===== config.mk =====
export PLATFORM = sky130hd
export DESIGN_NAME = xlat_cache
export DESIGN_NICKNAME = d
export VERILOG_FILES = /design/src/rtl/xlat_pkg.sv /design/src/rtl/xlat_match.sv /design/src/rtl/xlat_victim.sv /design/src/rtl/xlat_cache.sv
export SDC_FILE = /design/constraint.sdc
export NUM_CORES = 1
export LEC_CHECK = 0
export ABC_AREA = 0
export ABC_CLOCK_PERIOD_IN_PS = 8600
export BUFFER_PORTS_ARGS = -buffer_cell sky130_fd_sc_hd__buf_2
export CAP_MARGIN = 5
export CORE_MARGIN = 5
export CORE_UTILIZATION = 65
export CTS_BUF_LIST = sky130_fd_sc_hd__clkbuf_2
export DETAILED_ROUTE_END_ITERATION = 10
export PLACE_DENSITY = 0.88
export SLEW_MARGIN = 20
export SYNTH_ARGS = -nofsm -noshare
export SYNTH_HDL_FRONTEND = slang
export SYNTH_HIERARCHICAL = 1
export SYNTH_SLANG_ARGS = --single-unit

===== constraint.sdc =====
create_clock -name clk -period 8.6 [get_ports clk]
set_input_delay 1.29 -clock clk [delete_from_list [all_inputs] [get_ports clk]]
set_output_delay 1.29 -clock clk [all_outputs]
set_load 0.05 [all_outputs]

===== src/rtl/xlat_pkg.sv =====
package xlat_pkg;
  // cached permission and state flags of one mapping
  typedef struct packed {
    logic ro;     // write not allowed
    logic dirty;  // page already marked written in memory
    logic nc;     // do not cache data of this page
  } perm_t;

  typedef enum logic {
    ST_IDLE = 1'b0,
    ST_WALK = 1'b1
  } state_t;
endpackage


===== src/rtl/xlat_match.sv =====
module xlat_match #(
  parameter int N_ENT = 8,
  parameter int TAG_W = 4
) (
  input  logic [N_ENT-1:0]            valid,
  input  logic [N_ENT-1:0][TAG_W-1:0] tags,
  input  logic [TAG_W-1:0]            key,
  output logic [N_ENT-1:0]            match
);
  // one comparator per slot, all working in parallel
  for (genvar g = 0; g < N_ENT; g++) begin : g_cmp
    assign match[g] = valid[g] && (tags[g] == key);
  end
endmodule


===== src/rtl/xlat_victim.sv =====
module xlat_victim #(
  parameter int N_ENT = 8,
  parameter int IDX_W = 3
) (
  input  logic             clk,
  input  logic             rst,
  input  logic [N_ENT-1:0] valid,
  input  logic [N_ENT-1:0] same,
  input  logic             fill,
  output logic [IDX_W-1:0] idx
);
  logic [IDX_W-1:0] rr_q;
  logic             evict;

  always_comb begin
    idx = rr_q;
    // descending scan so the lowest invalid slot wins
    for (int i = N_ENT - 1; i >= 0; i--) begin
      if (!valid[i]) idx = IDX_W'(i);
    end
    // a slot already holding the page overrides everything
    for (int i = 0; i < N_ENT; i++) begin
      if (same[i]) idx = IDX_W'(i);
    end
  end

  assign evict = !(|same) && (&valid);

  always_ff @(posedge clk) begin
    if (rst) begin
      rr_q <= '0;
    end else if (fill && evict) begin
      if (rr_q == IDX_W'(N_ENT - 1)) rr_q <= '0;
      else                           rr_q <= rr_q + 1'b1;
    end
  end
endmodule


===== src/rtl/xlat_cache.sv =====
module xlat_cache #(
  parameter int N_ENT = 8,
  parameter int VPN_W = 4,
  parameter int PPN_W = 3,
  parameter int OFF_W = 12,
  localparam int IDX_W = (N_ENT > 1) ? $clog2(N_ENT) : 1,
  localparam int PA_W  = PPN_W + OFF_W
) (
  input  logic             clk,
  input  logic             rst,
  input  logic             req_valid,
  input  logic             req_write,
  input  logic [VPN_W-1:0] req_vpn,
  input  logic [OFF_W-1:0] req_off,
  input  logic             flush,
  output logic             hit,
  output logic             fault,
  output logic [PA_W-1:0]  pa,
  output logic             ro,
  output logic             nc,
  output logic             walk_req,
  output logic [VPN_W-1:0] walk_vpn,
  input  logic             walk_ack,
  input  logic [PPN_W-1:0] walk_ppn,
  input  logic             walk_ro,
  input  logic             walk_dirty,
  input  logic             walk_nc
);
  import xlat_pkg::*;

  // entry storage: kept in flops because every tag is read each cycle
  logic [N_ENT-1:0]            valid_q;
  logic [N_ENT-1:0][VPN_W-1:0] tag_q;
  logic [N_ENT-1:0][PPN_W-1:0] ppn_q;
  perm_t [N_ENT-1:0]           perm_q;

  state_t           state_q;
  logic [VPN_W-1:0] wvpn_q;

  logic [N_ENT-1:0] look_match;
  logic [N_ENT-1:0] walk_match;
  logic [IDX_W-1:0] vic_idx;
  logic             any_match;
  logic [PPN_W-1:0] sel_ppn;
  perm_t            sel_perm;
  logic             need_walk;
  logic             install;

  xlat_match #(.N_ENT(N_ENT), .TAG_W(VPN_W)) u_look (
    .valid(valid_q), .tags(tag_q), .key(req_vpn), .match(look_match)
  );

  // second comparator bank keyed on the page being walked, for slot reuse
  xlat_match #(.N_ENT(N_ENT), .TAG_W(VPN_W)) u_wmatch (
    .valid(valid_q), .tags(tag_q), .key(wvpn_q), .match(walk_match)
  );

  assign install = (state_q == ST_WALK) && walk_ack && !flush;

  xlat_victim #(.N_ENT(N_ENT), .IDX_W(IDX_W)) u_vic (
    .clk(clk), .rst(rst), .valid(valid_q), .same(walk_match),
    .fill(install), .idx(vic_idx)
  );

  // one-hot OR mux of the matching entry
  always_comb begin
    sel_ppn  = '0;
    sel_perm = '0;
    for (int i = 0; i < N_ENT; i++) begin
      if (look_match[i]) begin
        sel_ppn  = sel_ppn | ppn_q[i];
        sel_perm = sel_perm | perm_q[i];
      end
    end
  end

  assign any_match = |look_match;

  always_comb begin
    hit   = 1'b0;
    fault = 1'b0;
    if (req_valid && any_match) begin
      if (req_write && sel_perm.ro)          fault = 1'b1;
      else if (!req_write || sel_perm.dirty) hit   = 1'b1;
    end
  end

  assign need_walk = req_valid && !hit && !fault;
  assign pa        = {sel_ppn, req_off};
  assign ro        = sel_perm.ro;
  assign nc        = sel_perm.nc;
  assign walk_req  = (state_q == ST_WALK);
  assign walk_vpn  = wvpn_q;

  always_ff @(posedge clk) begin
    if (rst) begin
      state_q <= ST_IDLE;
      wvpn_q  <= '0;
    end else begin
      case (state_q)
        ST_IDLE: if (need_walk && !flush) begin
          state_q <= ST_WALK;
          wvpn_q  <= req_vpn;
        end
        ST_WALK: if (walk_ack) state_q <= ST_IDLE;
        default: state_q <= ST_IDLE;
      endcase
    end
  end

  always_ff @(posedge clk) begin
    if (rst || flush) begin
      valid_q <= '0;
    end else if (install) begin
      valid_q[vic_idx] <= 1'b1;
    end
  end

  always_ff @(posedge clk) begin
    if (install) begin
      tag_q[vic_idx]  <= wvpn_q;
      ppn_q[vic_idx]  <= walk_ppn;
      perm_q[vic_idx] <= '{ro: walk_ro, dirty: walk_dirty, nc: walk_nc};
    end
  end
endmodule


==> results of run 1 <==
flip-flops by register name (all words and copies together) (netlist names):
signal / count
perm_q: 24
valid_q: 8
ppn_q: 24
walk_vpn: 4
tag_q: 32
u_vic/rr_q: 3
walk_req: 1
report_power, final:
part | switching (uW) | total [uW] | leakage [uW] | internal, uW
sequential | 4.12 | 509 | 0.000873 | 505
clock | 171 | 222 | 0.0000732 | 50.7
combinational | 24.9 | 38.2 | 0.000747 | 13.2
layer usage:
metal  vias to the layer above  share of wire [%]  track usage, %
li1                       1334                  -               -
met5                         -                  0               0
met2                       189                 49            38.8
met3                        19                 11            6.90
met1                      1454                 39            33.2
met4                         0                1.7            8.30
cells in the final DEF (no fill, tap or decap), types with 12 or more instances in the layout:
cell type | netlist | final
xor2_1 | 44 | 44
buf_2 | 0 | 27
xnor2_1 | 14 | 14
inv_1 | 14 | 14
nor4_1 | 15 | 14
nand2_1 | 26 | 26
a22oi_1 | 22 | 22
dfxtp_1 | 16 | 16
buf_4 | 16 | 12
edfxtp_1 | 80 | 80
stage by stage:
| stage | hold WS, ps | setup slack (ps) | utilization (%) | area, sq um |
|---|---|---|---|---|
| 5_1_grt | 591 | 3660 | 70.4 | 4760 |
| 4_1_cts | 559 | 3400 | 70.2 | 4740 |
| 3_5_place_dp | 537 | 3420 | 68.4 | 4620 |
| 2_1_floorplan | 498 | 3320 | - | 4470 |
| 6_report | 563 | 3780 | 70.4 | 4760 |
| 3_3_place_gp | 522 | 3630 | 68.4 | 4620 |
critical path: cells and delay by family:
kind,cells,cell delay (ps)
buffers and inverters,2,520
AND/OR/NAND/NOR,2,1020
AO/OA/AOI/OAI,2,490
XOR/XNOR,1,200
cells by family after synthesis:
kind of cell,Yosys count
xor gates and xnor gates,58
adders and majority gates,2
AOI/OAI and AO/OA,62
and+or+nand+nor,91
buffers and inverters,35
DFF,96
cell type report:
| class | instances | area, sq um | share of cell area [%] |
|---|---|---|---|
| Clock inverter | 7 | 77.6 | 1.63 |
| Sequential cell | 96 | 2720 | 57.2 |
| Inverter | 14 | 52.6 | 1.10 |
| Timing Repair Buffer | 39 | 225 | 4.73 |
| Multi-Input combinational cell | 213 | 1540 | 32.3 |
| Tap cell | 80 | 100 | 2.10 |
| Clock buffer | 9 | 45.0 | 0.947 |
path summary, 6_finish.rpt:
path | end | slack [ps] | depth (start not counted)
setup / recovery | hit | 3780 | 7
hold reg to reg | walk_req | 560 | 2
hold / removal | walk_req | 560 | 2
setup reg to reg | ppn_q[13] | 4560 | 9
==> impl_metrics.toml, run 1 <==
[outcome]
status = "finished clean"

[run]
drv_cap = 0

[drt]
drc_errors = 0
drt_iter0_drc = 311
dr.pass1.iters = 5
wl_per_cell_um = 21.7
ant_nets = 0
vias = 2996
drt-total-wl_um = 9930
via_per_inst = 6.54

[finish]
antennaDiodeCount = 0
fillers = 458
final_nets = 403
syn_to_final_growth_pct = 6.38
layout-drive-gt1-share_pct = 18.5
finalNonFillerCells = 458

[synthesis]
yosysMostFrequentCell = "edfxtp_1"
synth_top_family_by_area = "simple AND/OR/NAND/NOR gates"
synth-seq-area-share_pct = 60.9
synthFlopType = "edfxtp_1"
synth-xor-area-share_pct = 11.4
muxShareOfSynthArea_pct = 0
syn_area_sq_mm = 0.00447
synthSimpleGateAreaFrac_pct = 11.7
avgSynthCellArea_sq_um = 13.0
synth_commonest_cells = "edfxtp_1, xor2_1, nand2_1"
synth_compound_area_share_pct = 10.4
synth_top_cell_by_area = "edfxtp_1"
synth.distinct_cells = 45
yosys_warnings = 6
syn_nets = 374
synthTopCellsByArea = "edfxtp_1, xor2_1, dfxtp_1, a22oi_1, xnor2_1"
yosysTopAreaCellShare_pct = 53.7
syn-instance-count = 344
ys_ff_latch = 96
synth-edff-count = 80
async_flop_share_pct = 0
synth_fa_ha_area_share_pct = 0.559

[sta]
fmax_mhz = 207
slew_headroom_pct = 31.0
tightestPinTransition_ps = 1030
finalSetupTns_ps = 0
drv_slew = 0
setup_violations = 0
hold_viol = 0
period_needed_ps = 4820
rsz0062_at_grt = "false"
finClkSkew_ps = 39.7
fin_crit_sh_pct = 56.1

[worst_hold_path]
hp-start = "walk_req"
hp-class = "register to register"

[pwr]
total_power_uw = 769
p_leak_uw = 0.00169
p_per_area_mw_per_mm2 = 162
peakVddDrop_mv = 0.139

[cts]
htreeDepth = 3
clockRootBuffer = "clkbuf_2"
cts_tree = "yes"
clk_pin_slew_ps = 290
cts_hold_buf = 0
cts_inserted_buffers = 9
cts_resized = 0
insertion_delay_ps = 560
cts_setup_buffers = 0
clock-sinks = 96
cts.path.max_buffers = 2

[worst_setup_path]
end_kind = "primary output"
cp_max_fo = 9
worstSetupPathType = "primary input to primary output"
critical_path.startpoint_type = "primary input"
cp_slowest_cell = "nor4_2"
cp_cell_sequence = "buf_2 > xor2_1 > nor4_2 > a22oi_1 > and3_1 > a221oi_1 > buf_2"
required_ps = 7310
arrival_ps = 3530
cpPeakStageDelay_ps = 750
rr_startpoint = "walk_vpn[1]"
worst_path_most_repeated_cell = "buf_2"
cp-startpoint = "req_vpn[2]"

[floorplan]
row_count = 30
core_area_sq_mm = 0.00676
start_util_pct = 66.2
die_h_um = 93.0
die-area_sq_mm = 0.00864
die_x_um = 93.0
pin_count = 52

[global_route]
antenna_found_initial = 0
track_usage_pct = 24.7
overflow = 0
grt_pass1_wl_um = 15600
grt_pass1_vias = 2972
grt_max_degree = 21

[place]
gp_congestion = 0.874
port_buffers = 27
place_hpwl_um = 6770
dp.cells = 442
Power figures use the tool's default switching activity.
==> run 2: changes to the inputs <==
Settings changed: ABC_CLOCK_PERIOD_IN_PS 8600 to 4400, CORE_UTILIZATION 65 to 54, PLACE_DENSITY 0.88 to 0.78.
Clock period 8.6 ns to 4.4 ns, I/O delays scaled along.
==> impl_metrics.toml, run 2 (same netlist as run 1, synthesis figures left out) <==
[drt]
wl_per_cell_um = 20.5
vias = 2949
dr.pass1.iters = 6
drt_iter0_drc = 306
drc_errors = 0
via_per_inst = 6.04
drt-total-wl_um = 10000
ant_nets = 0

[worst_setup_path]
required_ps = 4650
r2r_slack_ps = 640
cp_max_fo = 18
reg2reg_depth = 9
worstSetupPathType = "register to register"
arrival_ps = 4000
rr_startpoint = "walk_vpn[1]"
critical_path.startpoint_type = "register"
reg2reg_to = "perm_q[12]"
end_kind = "register"

[pwr]
swShare_pct = 26.6
p_int_uw = 1120
p_seq_share_pct = 65.2
p_per_area_mw_per_mm2 = 316
p_comb_share_pct = 4.8
p_switching_uw = 405
p_leak_uw = 0.00173
peakVddDrop_mv = 0.263
pwr-share-clk_pct = 30.0

[cts]
clk_pin_slew_ps = 300
cts_setup_buffers = 0
clockRootBuffer = "clkbuf_2"
cts_tree = "yes"
htreeDepth = 3
cts.path.max_buffers = 2
cts_resized = 0
cts_hold_buf = 0
clock-sinks = 96
insertion_delay_ps = 580
cts_inserted_buffers = 9

[global_route]
grt_max_degree = 22
grt_pass1_wl_um = 15500
grt_pass1_vias = 2948
overflow = 0
antenna_found_initial = 0
track_usage_pct = 20.4

[worst_hold_path]
hold_end = "walk_req"
hp-class = "primary input to register"
whs_path_depth = 2
hp-start = "rst"

[sta]
tightestPinTransition_ps = 914
finClkSkew_ps = 34.5
postLayoutSetupSlackWorst_ps = 643
rsz0062_at_grt = "false"
whs_ps = 310
hold_viol = 0
fin_crit_sh_pct = 85.4
slew_headroom_pct = 38.8
setup_violations = 0
finalSetupTns_ps = 0
fmax_mhz = 266
period_needed_ps = 3760
drv_slew = 0

[place]
place_ws_ps = 747
dp.cells = 472
place_hpwl_um = 7040
port_buffers = 27
gp_congestion = 0.874

[finish]
top_regs = "tag_q (32), perm_q (24), ppn_q (24)"
layout-drive-gt1-share_pct = 18.8
finalNonFillerCells = 488
top_register = "tag_q"
layout_common_cells = "edfxtp_1, xor2_1, buf_2"
largest_reg_flops = 32
seqCellArea_sq_mm = 0.00272
multi_input_area_sq_mm = 0.00152
final_nets = 408
fillers = 646
antennaDiodeCount = 0
final_common_cell = "edfxtp_1"
syn_to_final_growth_pct = 7.86

[floorplan]
core_area_sq_mm = 0.00813
pin_count = 52
die_x_um = 101
row_count = 33
start_util_pct = 55.0
die_h_um = 101
die-area_sq_mm = 0.0102

[outcome]
status = "finished clean"

[run]
drv_cap = 0
run 2: area by class of cell:
class                           count  area share (%)
Sequential cell                    96            56.4
Multi-Input combinational cell    213            31.6
Timing Repair Buffer               44            5.45
Tap cell                          105            2.72
Clock inverter                      7            1.79
Inverter                           14            1.09
Clock buffer                        9           0.934
run 2: metal layers:
layer,wire length [um],global-route usage [%],vias up,part of all wire (%)
met5,0,0,-,0
met4,198,7.06,0,2.0
met3,794,5.47,22,7.9
met2,4970,34.3,140,50
met1,4060,25.4,1439,41
li1,-,-,1348,-
run 2: how the worst max path moves through the flow:
| stage | from | endpoint | slack [ps] | cells past startpoint |
|---|---|---|---|---|
| 6_report | walk_vpn[1] | perm_q[12] | 640 | 9 |
| 5_1_grt | walk_vpn[1] | perm_q[12] | 450 | 9 |
| 4_1_cts | walk_vpn[1] | perm_q[12] | 680 | 9 |
| 3_5_place_dp | walk_vpn[1] | perm_q[12] | 750 | 9 |
| 3_3_place_gp | walk_vpn[1] | ppn_q[13] | 900 | 9 |
| 2_1_floorplan | req_vpn[1] | hit | 380 | 7 |
run 2: power groups by stage:
stage          logic, uW  registers, uW  clock network, uW
5_1_grt             79.7            997                510
3_3_place_gp        71.5           1010                  0
4_1_cts             73.1            995                464
3_5_place_dp        73.0           1010                  0
6_report            73.3            995                458
2_1_floorplan       73.8           1020                  0
run 2: through the flow:
stage / area (sq um) / util, % / power (uW)
after global routing: 4820 / 59.3 / 1590
final: 4820 / 59.3 / 1530
after CTS: 4820 / 59.3 / 1530
after detailed placement: 4690 / 57.7 / 1090
after floorplan: 4470 / - / 1090
after global placement: 4690 / 57.7 / 1090
run 2: worst max-delay path: stages (launching register included):
cell	delay, ps
dfxtp_1	860
xnor2_1	190
nand2_1	70
nor4_1	470
nor3b_1	150
nand2_1	100
a311oi_1	50
o32a_1	390
or3_1	440
nor2_1	720
